`src/rtl/pwm_bank_pkg.sv`:
```
// Package: shared constants, register field layout and helper functions
// for the multi-channel PWM bank. Assumes a 32-bit data bus.
package pwm_bank_pkg;

    localparam int BUS_W     = 32;
    localparam int CNT_W     = 16;
    localparam int PRESC_W   = 10;   // largest shift selectable by the divider code
    localparam int PER_W     = 23;   // used width of the timing register

    localparam int CTRL_OFS  = 'h00;
    localparam int SET_OFS   = 'h04;
    localparam int CLR_OFS   = 'h08;
    localparam int DUTY_BASE = 'h10;
    localparam int TIME_BASE = 'h20;
    localparam int CH_STRIDE = 'h20;

    // Timing register layout, MSB first: divider 22:20, idle 19:18, active 17:16, period 15:0
    typedef struct packed {
        logic [2:0]       div_sel;
        logic [1:0]       idle_lvl;
        logic [1:0]       act_lvl;
        logic [CNT_W-1:0] period;
    } time_cfg_t;

    // Duty register layout: end of active phase 31:16, start of active phase 15:0
    typedef struct packed {
        logic [CNT_W-1:0] duty_end;
        logic [CNT_W-1:0] duty_start;
    } duty_cfg_t;

    // Map a divider code to its shift amount: 0..4 direct, then 6, 8, 10
    function automatic logic [3:0] div_shift(input logic [2:0] code);
        logic [3:0] c;
        c = {1'b0, code};
        return (code <= 3'd4) ? c : ((c << 1) - 4'd4);
    endfunction

    // Level code to pin value: only code 3 is high
    function automatic logic level_bit(input logic [1:0] code);
        return (code == 2'b11);
    endfunction

endpackage

```
`src/rtl/pwm_regs.sv`:
```
// Register file: control word with set/clear aliases, and per-channel staged
// duty and timing registers at a fixed stride. Emits a one-cycle strobe on
// each timing-register write. Assumes one write per cycle and a
// combinational read on the same address.
module pwm_regs
    import pwm_bank_pkg::*;
#(
    parameter int NUM_CH = 2,
    parameter int ADDR_W = 8
) (
    input  logic                    clk,
    input  logic                    rst_n,
    input  logic                    wr_en,
    input  logic [ADDR_W-1:0]       addr,
    input  logic [BUS_W-1:0]        wdata,
    output logic [BUS_W-1:0]        rdata,
    output logic [NUM_CH-1:0]       ch_en,
    output duty_cfg_t [NUM_CH-1:0]  duty_stage,
    output time_cfg_t [NUM_CH-1:0]  time_stage,
    output logic [NUM_CH-1:0]       time_wr
);

    localparam logic [ADDR_W-1:0] A_CTRL = ADDR_W'(CTRL_OFS);
    localparam logic [ADDR_W-1:0] A_SET  = ADDR_W'(SET_OFS);
    localparam logic [ADDR_W-1:0] A_CLR  = ADDR_W'(CLR_OFS);

    logic [NUM_CH-1:0] ctrl_q;
    logic [NUM_CH-1:0] mask;

    assign mask  = wdata[NUM_CH-1:0];
    assign ch_en = ctrl_q;

    // Control word: plain write, set alias, clear alias
    always_ff @(posedge clk) begin
        if (!rst_n) begin
            ctrl_q <= '0;
        end else if (wr_en) begin
            if (addr == A_CTRL)     ctrl_q <= mask;
            else if (addr == A_SET) ctrl_q <= ctrl_q | mask;
            else if (addr == A_CLR) ctrl_q <= ctrl_q & ~mask;
        end
    end

    for (genvar n = 0; n < NUM_CH; n++) begin : g_ch
        localparam logic [ADDR_W-1:0] A_DUTY = ADDR_W'(DUTY_BASE + n * CH_STRIDE);
        localparam logic [ADDR_W-1:0] A_TIME = ADDR_W'(TIME_BASE + n * CH_STRIDE);

        duty_cfg_t duty_q;
        time_cfg_t time_q;

        assign time_wr[n]    = wr_en && (addr == A_TIME);
        assign duty_stage[n] = duty_q;
        assign time_stage[n] = time_q;

        // Staging registers for this channel
        always_ff @(posedge clk) begin
            if (!rst_n) begin
                duty_q <= '0;
                time_q <= '0;
            end else if (wr_en) begin
                if (addr == A_DUTY) duty_q <= duty_cfg_t'(wdata);
                if (addr == A_TIME) time_q <= time_cfg_t'(wdata[PER_W-1:0]);
            end
        end
    end

    // Read multiplexer over control and all staged registers
    always_comb begin
        rdata = '0;
        if (addr == A_CTRL || addr == A_SET || addr == A_CLR)
            rdata = BUS_W'(ctrl_q);
        for (int n = 0; n < NUM_CH; n++) begin
            if (addr == ADDR_W'(DUTY_BASE + n * CH_STRIDE))
                rdata = BUS_W'(duty_stage[n]);
            if (addr == ADDR_W'(TIME_BASE + n * CH_STRIDE))
                rdata = BUS_W'(time_stage[n]);
        end
    end

endmodule

```
`src/rtl/pwm_channel.sv`:
```
// One PWM channel: prescaler, period counter, shadow copy of the staged
// settings and registered output. A timing-register strobe arms a commit that
// is applied when the counter wraps. While disabled the running copy tracks
// the staged registers, so enabling applies them at once.
module pwm_channel
    import pwm_bank_pkg::*;
(
    input  logic             clk,
    input  logic             rst_n,
    input  logic             en,
    input  duty_cfg_t        duty_stage,
    input  time_cfg_t        time_stage,
    input  logic             time_wr,
    output logic             pwm,
    output logic [CNT_W-1:0] cnt_o,
    output logic [CNT_W-1:0] period_o,
    output logic             wrap_o
);

    logic [PRESC_W-1:0] presc_q;
    logic [PRESC_W:0]   span;
    logic [PRESC_W-1:0] presc_lim;
    logic [CNT_W-1:0]   cnt_q;
    duty_cfg_t          duty_run;
    time_cfg_t          time_run;
    logic               armed_q;
    logic               pwm_q;
    logic               tick;
    logic               wrap;
    logic               in_active;

    // Prescaler terminal value from the running divider code
    always_comb begin
        span      = (PRESC_W+1)'(1) << div_shift(time_run.div_sel);
        presc_lim = PRESC_W'(span - (PRESC_W+1)'(1));
    end

    assign tick = (presc_q >= presc_lim);
    assign wrap = tick && (cnt_q >= time_run.period);

    // Active-phase window, widened to the whole period when duty end >= period
    assign in_active = (cnt_q >= duty_run.duty_start) &&
                       ((duty_run.duty_end >= time_run.period) || (cnt_q < duty_run.duty_end));

    // Prescaler, counter, shadow load and output register
    always_ff @(posedge clk) begin
        if (!rst_n) begin
            presc_q  <= '0;
            cnt_q    <= '0;
            duty_run <= '0;
            time_run <= '0;
            armed_q  <= 1'b0;
            pwm_q    <= 1'b0;
        end else if (!en) begin
            presc_q  <= '0;
            cnt_q    <= '0;
            duty_run <= duty_stage;
            time_run <= time_stage;
            armed_q  <= 1'b0;
            pwm_q    <= level_bit(time_run.idle_lvl);
        end else begin
            if (tick) begin
                presc_q <= '0;
                cnt_q   <= wrap ? '0 : cnt_q + CNT_W'(1);
            end else begin
                presc_q <= presc_q + PRESC_W'(1);
            end
            if (wrap && armed_q) begin
                duty_run <= duty_stage;
                time_run <= time_stage;
            end
            armed_q <= time_wr | (armed_q & ~wrap);
            pwm_q   <= in_active ? level_bit(time_run.act_lvl) : level_bit(time_run.idle_lvl);
        end
    end

    assign pwm      = pwm_q;
    assign cnt_o    = cnt_q;
    assign period_o = time_run.period;
    assign wrap_o   = wrap;

endmodule

```
`src/rtl/pwm_bank.sv`:
```
// Top of the multi-channel PWM bank: one register file feeding NUM_CH
// identical channels. Assumes ADDR_W is wide enough to reach the last
// channel's timing register.
module pwm_bank
    import pwm_bank_pkg::*;
#(
    parameter int NUM_CH = 2,
    parameter int ADDR_W = 8
) (
    input  logic              clk,
    input  logic              rst_n,
    input  logic              wr_en,
    input  logic [ADDR_W-1:0] addr,
    input  logic [31:0]       wdata,
    output logic [31:0]       rdata,
    output logic [NUM_CH-1:0] pwm_out
);

    logic [NUM_CH-1:0]             ch_en;
    duty_cfg_t [NUM_CH-1:0]        duty_stage;
    time_cfg_t [NUM_CH-1:0]        time_stage;
    logic [NUM_CH-1:0]             time_wr;
    logic [NUM_CH-1:0][CNT_W-1:0]  cnt_vec;
    logic [NUM_CH-1:0][CNT_W-1:0]  period_vec;
    logic [NUM_CH-1:0]             wrap_vec;

    pwm_regs #(
        .NUM_CH (NUM_CH),
        .ADDR_W (ADDR_W)
    ) u_regs (
        .clk        (clk),
        .rst_n      (rst_n),
        .wr_en      (wr_en),
        .addr       (addr),
        .wdata      (wdata),
        .rdata      (rdata),
        .ch_en      (ch_en),
        .duty_stage (duty_stage),
        .time_stage (time_stage),
        .time_wr    (time_wr)
    );

    for (genvar n = 0; n < NUM_CH; n++) begin : g_chan
        pwm_channel u_chan (
            .clk        (clk),
            .rst_n      (rst_n),
            .en         (ch_en[n]),
            .duty_stage (duty_stage[n]),
            .time_stage (time_stage[n]),
            .time_wr    (time_wr[n]),
            .pwm        (pwm_out[n]),
            .cnt_o      (cnt_vec[n]),
            .period_o   (period_vec[n]),
            .wrap_o     (wrap_vec[n])
        );
    end

endmodule

```
`config.mk`:
```
export PLATFORM = sky130hd
export DESIGN_NAME = pwm_bank
export DESIGN_NICKNAME = d
export VERILOG_FILES = /design/src/rtl/pwm_bank_pkg.sv /design/src/rtl/pwm_regs.sv /design/src/rtl/pwm_channel.sv /design/src/rtl/pwm_bank.sv
export SDC_FILE = /design/constraint.sdc
export NUM_CORES = 1
export LEC_CHECK = 0
export BUFFER_PORTS_ARGS = -buffer_cell sky130_fd_sc_hd__clkbuf_2
export CORE_ASPECT_RATIO = 1.75
export CORE_UTILIZATION = 31
export CTS_BUF_LIST = sky130_fd_sc_hd__clkbuf_8
export CTS_CLUSTER_DIAMETER = 100
export DETAILED_ROUTE_END_ITERATION = 7
export GPL_ROUTABILITY_DRIVEN = 0
export SETUP_SLACK_MARGIN = 0.5
export SYNTH_ARGS = -nofsm -noshare
export SYNTH_HDL_FRONTEND = slang
export SYNTH_SLANG_ARGS = --single-unit
```
`constraint.sdc`:
```
create_clock -name clk -period 3.23 [get_ports clk]
set_input_delay 0.4845 -clock clk [delete_from_list [all_inputs] [get_ports clk]]
set_output_delay 0.4845 -clock clk [all_outputs]
set_load 0.1 [all_outputs]
```
==> results of run 1 <==
==> flip-flops by register name, summed over array words and instances (netlist names), named ones only <==
| register | cells |
|---|---|
| g_chan.u_chan.armed_q | 2 |
| g_chan.u_chan.time_run | 14 |
| u_regs.time_stage | 46 |
| g_chan.u_chan.duty_run | 64 |
| g_chan.u_chan.presc_q | 20 |
| u_regs.duty_stage | 64 |
| g_chan.u_chan.cnt_o | 32 |
| g_chan.u_chan.pwm | 2 |
| g_chan.u_chan.period_o | 32 |
==> cell usage in the layout, fill, tap and decap left out, drive strengths merged, types with 6 or more instances in the layout <==
cell / count
and2: 6
a211oi: 28
dfxtp: 278
inv: 127
a2111oi: 10
a21oi: 74
xor2: 11
and4: 6
a22o: 9
nand3: 44
nand2b: 9
buf: 94
a21boi: 114
nand4: 19
nor2: 94
o21ai: 26
clkbuf: 103
nor3: 7
mux2i: 114
nand2: 521
xnor2: 34
ha: 150
a221oi: 20
clkinv: 6
==> cell families (layout without fill, tap and decap cells) <==
| logic type | after synthesis | count (layout) | synth area share |
|---|---|---|---|
| XOR/XNOR | 45 | 45 | 0.0259 |
| AO/OA/AOI/OAI | 326 | 326 | 0.152 |
| other | 0 | 1 | 0 |
| flip-flops | 278 | 278 | 0.365 |
| AND/OR/NAND/NOR | 726 | 726 | 0.195 |
| multiplexers | 114 | 114 | 0.0749 |
| adder cells (fa/ha/maj) | 150 | 150 | 0.123 |
| buffers and inverters | 220 | 333 | 0.0644 |
==> cell type report <==
type                            instances  area (sq um)  area share
Antenna cell                            1          2.50    0.000136
Clock buffer                           53           729      0.0396
Clock inverter                         21           116     0.00631
Inverter                              114           428      0.0232
Multi-Input combinational cell       1361          9080       0.493
Sequential cell                       278          5570       0.302
Tap cell                              654           818      0.0444
Timing Repair Buffer                  145          1680      0.0913
==> final timing paths <==
| kind | end | slack (ns) | depth (start not counted) |
|---|---|---|---|
| max | rdata[11] | 0.48 | 9 |
| min | u_regs.duty_stage[62] | 0.15 | 3 |
| max reg2reg | g_chan[1].u_chan.cnt_o[11] | 0.60 | 9 |
| min reg2reg | g_chan[1].u_chan.duty_run[4] | 0.46 | 2 |
==> metrics by stage <==
| step | cells | area, sq um | utilization | hold slack [ns] |
|---|---|---|---|---|
| final | 2627 | 18400 | 0.379 | 0.150 |
| after CTS | 2611 | 18000 | 0.371 | 0.117 |
| after global routing | 2627 | 18400 | 0.379 | 0.146 |
| after detailed placement | 2535 | 17100 | 0.352 | 0.452 |
| after floorplan | 1859 | 15500 | - | 0.437 |
| after global placement | 2535 | 17100 | 0.352 | 0.444 |
==> power by group <==
| part | total [W] | switching (W) | internal, W |
|---|---|---|---|
| sequential | 0.00343 | 0.00000260 | 0.00343 |
| combinational | 0.000193 | 0.000133 | 0.0000595 |
| clock | 0.00299 | 0.00143 | 0.00155 |
| total | 0.00661 | 0.00157 | 0.00504 |
==> layer usage <==
metal / vias to the layer above / part of all wire / GRT usage
met5: - / 0 / 0
met4: 0 / 0.052 / 0.109
met2: 361 / 0.51 / 0.328
met1: 6232 / 0.40 / 0.207
li1: 6448 / - / -
met3: 111 / 0.040 / 0.0225
==> repair_timing <==
item / in CTS / in global routing
setup endpoints to repair: 76 / 133
hold buffers: 0 / 0
setup buffers: 1 / 5
resized for setup: 8 / 37
pin swaps: 1 / 9
endpoints found under the hold margin: 0 / 0
cloned: 1 / 10
==> critical path, stage by stage <==
cell and delay, ns:
clkbuf_2 0.13, nor4_4 0.06, buf_6 0.14, buf_4 0.14, and3_1 0.19, buf_12 0.17, a221oi_1 0.61, a21oi_4 0.13
buf_12 0.19
==> summary.txt, run 1 <==
initial antenna violation count -> 1
GRT Total Usage -> 0.184
skew final -> 0.0390 ns
synthesized area -> 15200 sq um
Synth Instances -> 1859
Initial Util -> 0.314
CP Data Required Time -> 2.75 ns
drt first pass iters -> 5
final net count -> 2134
WS Path Type -> in -> out
Worst Path Max Fanout -> 24
reg2reg start -> g_chan[1].u_chan.time_run[20]
FILL cells -> 4890
top-count cell post-synth -> nand2_1
status -> finished clean
CP Capture Type -> output pin
WL/cell -> 17.9 um
Synth top area share -> 0.365
Critical Path AT -> 2.26 ns
Seq/Total Area, Yosys -> 0.365
Synthesized Nets -> 2052
share of cells above drive strength 1 -> 0.135
RSZ-0062 raised after global routing -> true
synth cell count leaders -> nand2_1 (521), dfxtp_1 (278), ha_1 (150), inv_1 (114), mux2i_1 (114)
Fmax -> 364 MHz
most used flip-flop cell after synthesis -> dfxtp_1
CTS tree -> done
Pwr Total -> 0.00661 W
Slew HR -> 0.492
Lkg Pwr -> 6.41 nW
largest net degree at the start of global routing -> 149
Max Slew Vio Count -> 0
EDFF count, synth -> 0
fin crit period -> 2.75 ns
Startpoint Class -> input port
HP Class -> in -> reg
DRT antenna net count -> 0
library cells used by synthesis -> 56
synthesis-to-finish area growth -> 20.9%
final WL -> 47000 um
Synth async-reset ratio -> 0
Critical Path Start -> addr[0]
Setup violations, final -> 0
final setup TNS -> 0 ns
Worst-Skew Late Latency -> 0.58 ns
Avg Inst Size Synth -> 8.20 sq um
DRC -> 0
DP HPWL -> 34200 um
Die Wd -> 170 um
port bufs -> 76
number of max-cap violations -> 0
Worst Max-Slew Pin Slew -> 0.756 ns
Core Area -> 48600 sq um
Power Density -> 359 nW/um^2
Avg Vias per Cell -> 5.01
min-delay src -> wdata[30]
IO Pins -> 77
die area -> 50100 sq um
Root Buffer -> clkbuf_8
Final Cycle Share -> 0.851
Syn. warnings -> 0
DRT iter0 DRCs -> 668
vias in the first global route -> 13000
final worst slack -> 0.481 ns
die height -> 295 um
Remaining Overflow, GRT -> 0
CTS Buf Count -> 41
peak supply drop -> 202 uV
row count -> 107
#FFs+latches synth -> 278
worst-case clock buffer depth -> 3
Hold Violations, Final -> 0
Clock Pin Slew Worst Setup and Hold Paths -> 0.07 ns
area leader, netlist -> dfxtp_1
worst slack, placed -> 0.419 ns
H-tree Lvls -> 2
Synth area leaders -> dfxtp_1 (37%), nand2_1 (13%), ha_1 (12%)
DR vias -> 13200
first-pass GRT wire length -> 71200 um
CTS sink cnt -> 278
No activity file was read; power rests on OpenSTA's default activity.
==> run 2: changes to the inputs <==
--- a/config.mk
+++ b/config.mk
@@ -7,12 +7,13 @@
 export LEC_CHECK = 0
 export BUFFER_PORTS_ARGS = -buffer_cell sky130_fd_sc_hd__clkbuf_2
 export CORE_ASPECT_RATIO = 1.75
+export CORE_MARGIN = 5
 export CORE_UTILIZATION = 31
 export CTS_BUF_LIST = sky130_fd_sc_hd__clkbuf_8
 export CTS_CLUSTER_DIAMETER = 100
 export DETAILED_ROUTE_END_ITERATION = 7
 export GPL_ROUTABILITY_DRIVEN = 0
-export SETUP_SLACK_MARGIN = 0.5
+export PLACE_DENSITY = 0.47
 export SYNTH_ARGS = -nofsm -noshare
 export SYNTH_HDL_FRONTEND = slang
 export SYNTH_SLANG_ARGS = --single-unit
==> run 2 against run 1 <==
Net effect:
- clock-buffer cell count grew 2
- flip-flop and latch count is the same
- clock skew shrank 0.0088 ns
- utilization shrank 1.5 points
- combinational power shrank 6%
- global-route usage shrank 1.4 points
- cell count shrank 0.99%
- non-clock buffer count shrank 35
- sequential power is essentially flat
- power grew 1.3%
- setup slack lost 0.18 ns
- critical path depth is the same
==> summary.txt, run 2 (same netlist as run 1, synthesis figures left out) <==
status -> finished clean
FF-to-FF End -> g_chan[0].u_chan.period_o[11]
reg2reg start -> g_chan[0].u_chan.cnt_o[0]
Worst Path Max Fanout -> 55
row count -> 107
die height -> 303 um
Critical Path AT -> 3.41 ns
commonest cells after routing, fill and taps aside -> nand2_1 (521), dfxtp_1 (278), ha_1 (150)
min-delay src -> wdata[15]
first-pass GRT wire length -> 72000 um
DRC -> 0
peak supply drop -> 219 uV
RSZ-0062 raised after global routing -> false
Worst Max-Slew Pin Slew -> 0.605 ns
post-CTS sizing -> 0
DRT iter0 DRCs -> 629
Clock Pin Slew Worst Setup and Hold Paths -> 0.07 ns
worst-case clock buffer depth -> 3
skew final -> 0.0302 ns
M1 WL -> 17900 um
Int Pwr -> 0.00511 W
Die Wd -> 178 um
crit path cell chain -> inv_1 > ha_1 > nand2b_1 > a2111oi_2 > o311ai_1 > a2111oi_4 > o31a_2 > buf_12 > mux2i_1
R2R setup slack -> 0.31 ns
initial antenna violation count -> 2
Power Density -> 378 nW/um^2
met3 WL -> 1470 um
Initial Util -> 0.313
Setup violations, final -> 0
Fmax -> 342 MHz
drt first pass iters -> 5
fin crit period -> 2.92 ns
DR vias -> 12700
Post-CTS Setup Bufs -> 0
worst-case reg-to-reg path depth -> 9
synthesis-to-finish area growth -> 16.4%
Startpoint Class -> flip-flop
GRT Total Usage -> 0.169
CTS tree -> done
final WL -> 46000 um
switching pwr -> 0.00159 W
Comb pwr share -> 0.027
clock power share -> 0.461
largest net degree at the start of global routing -> 122
CTS sink cnt -> 278
DRT antenna net count -> 0
WS Path Type -> reg -> reg
slowest stage delay, CP -> 0.43 ns
Core Area -> 48700 sq um
Remaining Overflow, GRT -> 0
share of cells above drive strength 1 -> 0.106
Hold Crit Depth -> 3
final setup TNS -> 0 ns
worst-case hold path end point -> u_regs.time_stage[15]
CP Capture Type -> flip-flop
number of max-cap violations -> 0
Highest Signal Layer -> met4
die area -> 53900 sq um
IO Pins -> 77
final net count -> 2102
H-tree Lvls -> 2
CP Data Required Time -> 3.72 ns
Crit-path slowest cell -> a2111oi_2
Slew HR -> 0.597
WL/cell -> 17.7 um
final worst slack -> 0.305 ns
port bufs -> 76
Avg Vias per Cell -> 4.88
CTS Buf Count -> 44
Hold Violations, Final -> 0
most common cell after layout, fill and taps aside -> nand2_1
HP Class -> in -> reg
Worst-Skew Late Latency -> 0.58 ns
worst slack, placed -> 0.319 ns
CTS Hold Bufs -> 0
DP HPWL -> 35100 um
Final Cycle Share -> 0.905
Lkg Pwr -> 6.15 nW
Max Slew Vio Count -> 0
metal2 WL -> 24700 um
Root Buffer -> clkbuf_8
Switching Fraction -> 0.238
Sequential Power Share -> 0.512
vias in the first global route -> 12800
-- run 2: cell types whose count changed in the layout (fill, tap and decap cells not counted), sizes merged --
cell and delta:
buf -27, bufbuf -1, clkbuf -5, clkinv +2
clkinvlp +1, diode +1, inv +3
-- run 2: power groups by stage --
stage	Sequential (W)	Combinational, W	Clock (W)
after floorplan	0.00351	0.0000918	0
after global placement	0.00351	0.000182	0
after detailed placement	0.00351	0.000183	0
after CTS	0.00343	0.000183	0.00323
after global routing	0.00343	0.000195	0.00336
final	0.00343	0.000182	0.00309
-- run 2: per-layer routing --
layer  track usage  vias up
met4        0.0721        0
li1              -     6402
met2         0.326      230
met1         0.186     5970
met3        0.0179       83
met5             0        -
-- run 2: cell type report --
| type | instances | area, sq um |
|---|---|---|
| Antenna cell | 2 | 5.00 |
| Clock buffer | 55 | 757 |
| Clock inverter | 27 | 145 |
| Fill cell | 5075 | 31000 |
| Inverter | 114 | 428 |
| Multi-Input combinational cell | 1361 | 8780 |
| Sequential cell | 278 | 5570 |
| Tap cell | 654 | 818 |
| Timing Repair Buffer | 110 | 1240 |
-- run 2: how the worst max path moves through the flow --
stage	start	end
after floorplan	addr[1]	rdata[0]
after global placement	addr[1]	rdata[0]
after detailed placement	g_chan[0].u_chan.cnt_o[0]	g_chan[0].u_chan.duty_run[0]
after CTS	g_chan[0].u_chan.cnt_o[0]	g_chan[0].u_chan.period_o[11]
after global routing	g_chan[0].u_chan.cnt_o[0]	g_chan[0].u_chan.duty_run[9]
final	g_chan[0].u_chan.cnt_o[0]	g_chan[0].u_chan.period_o[11]
-- run 2: worst max-delay path, delay by kind of cell, from the launching register on --
family          cells  cell delay [ns]
compound gates      4             1.30
fa+ha+maj           1             0.29
buf+inv             2             0.43
flops               1             0.37
mux                 1             0.25
simple gates        1             0.15
-- run 2: metrics by stage --
stage                util  hold slack [ns]  total power [W]  std cells  cell area [sq um]
floorplan               -            0.437          0.00360       1859              15300
global placement    0.345            0.444          0.00369       2517              16800
detailed placement  0.345            0.452          0.00369       2517              16800
CTS                 0.364            0.120          0.00684       2599              17700
global route        0.364            0.162          0.00698       2601              17700
finish              0.364            0.176          0.00670       2601              17700
==> run 3: changes to the inputs <==
--- a/config.mk
+++ b/config.mk
@@ -6,6 +6,8 @@
 export NUM_CORES = 1
 export LEC_CHECK = 0
 export BUFFER_PORTS_ARGS = -buffer_cell sky130_fd_sc_hd__clkbuf_2
+export CELL_PAD_IN_SITES_DETAIL_PLACEMENT = 1
+export CELL_PAD_IN_SITES_GLOBAL_PLACEMENT = 1
 export CORE_ASPECT_RATIO = 1.75
 export CORE_MARGIN = 5
 export CORE_UTILIZATION = 31
@@ -13,7 +15,8 @@
 export CTS_CLUSTER_DIAMETER = 100
 export DETAILED_ROUTE_END_ITERATION = 7
 export GPL_ROUTABILITY_DRIVEN = 0
-export PLACE_DENSITY = 0.47
+export PLACE_DENSITY = 0.58
 export SYNTH_ARGS = -nofsm -noshare
 export SYNTH_HDL_FRONTEND = slang
 export SYNTH_SLANG_ARGS = --single-unit
+export TNS_END_PERCENT = 1
==> run 3 against run 2 <==
Net effect:
- global-route usage grew 2.0 points
- clock-buffer cell count rose by 4
- power is 0.69% higher
- non-clock buffer count up 9
- critical path depth stayed put
- critical path type is now in -> out
==> summary.txt, run 3 (same netlist as run 1, synthesis figures left out) <==
CP bufs+invs -> 4
worst slack, placed -> 0.354 ns
H-tree Lvls -> 2
CTS Hold Bufs -> 0
Slew HR -> 0.468
Lkg Pwr -> 6.17 nW
Crit-path slowest cell -> a31oi_1
synthesis-to-finish area growth -> 16.1%
first-pass GRT wire length -> 79700 um
Critical Path AT -> 2.41 ns
Root Buffer -> clkbuf_8
Max Slew Vio Count -> 0
Worst-Skew Late Latency -> 0.59 ns
metal2 WL -> 27500 um
fin crit period -> 2.89 ns
Int Pwr -> 0.00512 W
Worst Path Max Fanout -> 25
die height -> 303 um
final hold slack -> 0.134 ns
worst-case clock buffer depth -> 3
HP Class -> in -> reg
Startpoint Class -> input port
peak supply drop -> 278 uV
Core Area -> 48700 sq um
Highest Signal Layer -> met4
Clock Pin Slew Worst Setup and Hold Paths -> 0.06 ns
switching pwr -> 0.00163 W
DRT iter0 DRCs -> 550
post-placement cell area -> 16800 sq um
Die Wd -> 178 um
Fmax -> 346 MHz
M1 WL -> 19800 um
Avg Vias per Cell -> 4.98
Switching Fraction -> 0.241
final WL -> 51100 um
Sequential Power Share -> 0.509
DRC -> 0
initial antenna violation count -> 1
row count -> 107
Post-CTS Setup Bufs -> 0
WL/cell -> 19.6 um
DRT antenna net count -> 0
skew final -> 0.0310 ns
Setup violations, final -> 0
Power Density -> 381 nW/um^2
IO Pins -> 77
crit path cell chain -> clkbuf_2 > nor4_2 > buf_4 > nand2_1 > nor3_2 > buf_12 > a222oi_1 > a31oi_1 > buf_12
DR vias -> 13000
most common cell after layout, fill and taps aside -> nand2_1
RSZ-0062 raised after global routing -> false
Final Cycle Share -> 0.896
most frequent CP cell -> buf_12
drt first pass iters -> 4
final net count -> 2113
critical path's top delay family -> buffers and inverters
die area -> 53900 sq um
DP HPWL -> 39700 um
CTS Buf Count -> 46
post-CTS sizing -> 0
CP Data Required Time -> 2.75 ns
vias in the first global route -> 14200
final worst slack -> 0.337 ns
register area -> 5570 sq um
share of cells above drive strength 1 -> 0.0999
number of max-cap violations -> 0
Hold Violations, Final -> 0
WS Path Type -> in -> out
slowest stage delay, CP -> 0.51 ns
FILL cells -> 5827
Design Area, Final -> 17700 sq um
Initial Util -> 0.313
CTS sink cnt -> 278
commonest cells after routing, fill and taps aside -> nand2_1 (521), dfxtp_1 (278), ha_1 (150)
CTS tree -> done
largest net degree at the start of global routing -> 107
Remaining Overflow, GRT -> 0
met3 WL -> 1100 um
clock power share -> 0.464
port bufs -> 76
CP Capture Type -> output pin
Worst Max-Slew Pin Slew -> 0.791 ns
Multi-input gate area -> 8700 sq um
final setup TNS -> 0 ns
status -> finished clean
GRT Total Usage -> 0.189
Comb pwr share -> 0.027
==> run 3: cell count changes in the layout (fill, tap and decap cells not counted), sizes merged <==
cell    before  now
buf         67   76
clkinv       8    2
bufinv       1    0
clkbuf      98  102
==> run 3: final timing paths <==
kind / slack, ns / to / cells after the start / start
worst min register to register: 0.46 / g_chan[1].u_chan.duty_run[7] / 2 / g_chan[1].u_chan.duty_run[7]
worst max-delay path: 0.34 / rdata[0] / 9 / addr[1]
worst min-delay path: 0.13 / u_regs.duty_stage[63] / 3 / wdata[31]
worst max register to register: 0.37 / g_chan[0].u_chan.duty_run[13] / 9 / g_chan[0].u_chan.cnt_o[0]
==> run 3: cell type report <==
class | instances | share of cell area
Multi-Input combinational cell | 1361 | 0.492
Sequential cell | 278 | 0.315
Timing Repair Buffer | 119 | 0.0717
Tap cell | 654 | 0.0462
Clock buffer | 59 | 0.0459
Inverter | 114 | 0.0242
Clock inverter | 20 | 0.00523
Antenna cell | 2 | 0.000283
==> run 3: worst reg2reg max path: cells and delay by family, from the launching register on <==
kind | cells | cell delay (ns)
mux | 1 | 0.30
fa+ha+maj | 1 | 0.29
compound gates | 4 | 1.25
flops | 1 | 0.36
simple gates | 1 | 0.16
buf+inv | 2 | 0.43
==> run 3: metal layers <==
| metal | up-vias | track usage |
|---|---|---|
| met4 | 0 | 0.0957 |
| met2 | 181 | 0.365 |
| met3 | 113 | 0.0183 |
| met1 | 6282 | 0.201 |
| li1 | 6405 | - |
| met5 | - | 0 |
==> run 3: per-stage QoR <==
stage | instances | total power, W | utilization
final | 2607 | 0.00675 | 0.363
after global routing | 2606 | 0.00702 | 0.363
after CTS | 2605 | 0.00689 | 0.363
after detailed placement | 2526 | 0.00369 | 0.344
after global placement | 2526 | 0.00369 | 0.344
after floorplan | 1859 | 0.00360 | -
==> run 3: power by group through the flow <==
stage	Sequential, W	Combinational, W	Clock [W]
3_3_place_gp	0.00351	0.000183	0
2_1_floorplan	0.00351	0.0000912	0
5_1_grt	0.00343	0.000197	0.00340
3_5_place_dp	0.00351	0.000184	0
4_1_cts	0.00343	0.000184	0.00327
6_report	0.00343	0.000184	0.00313
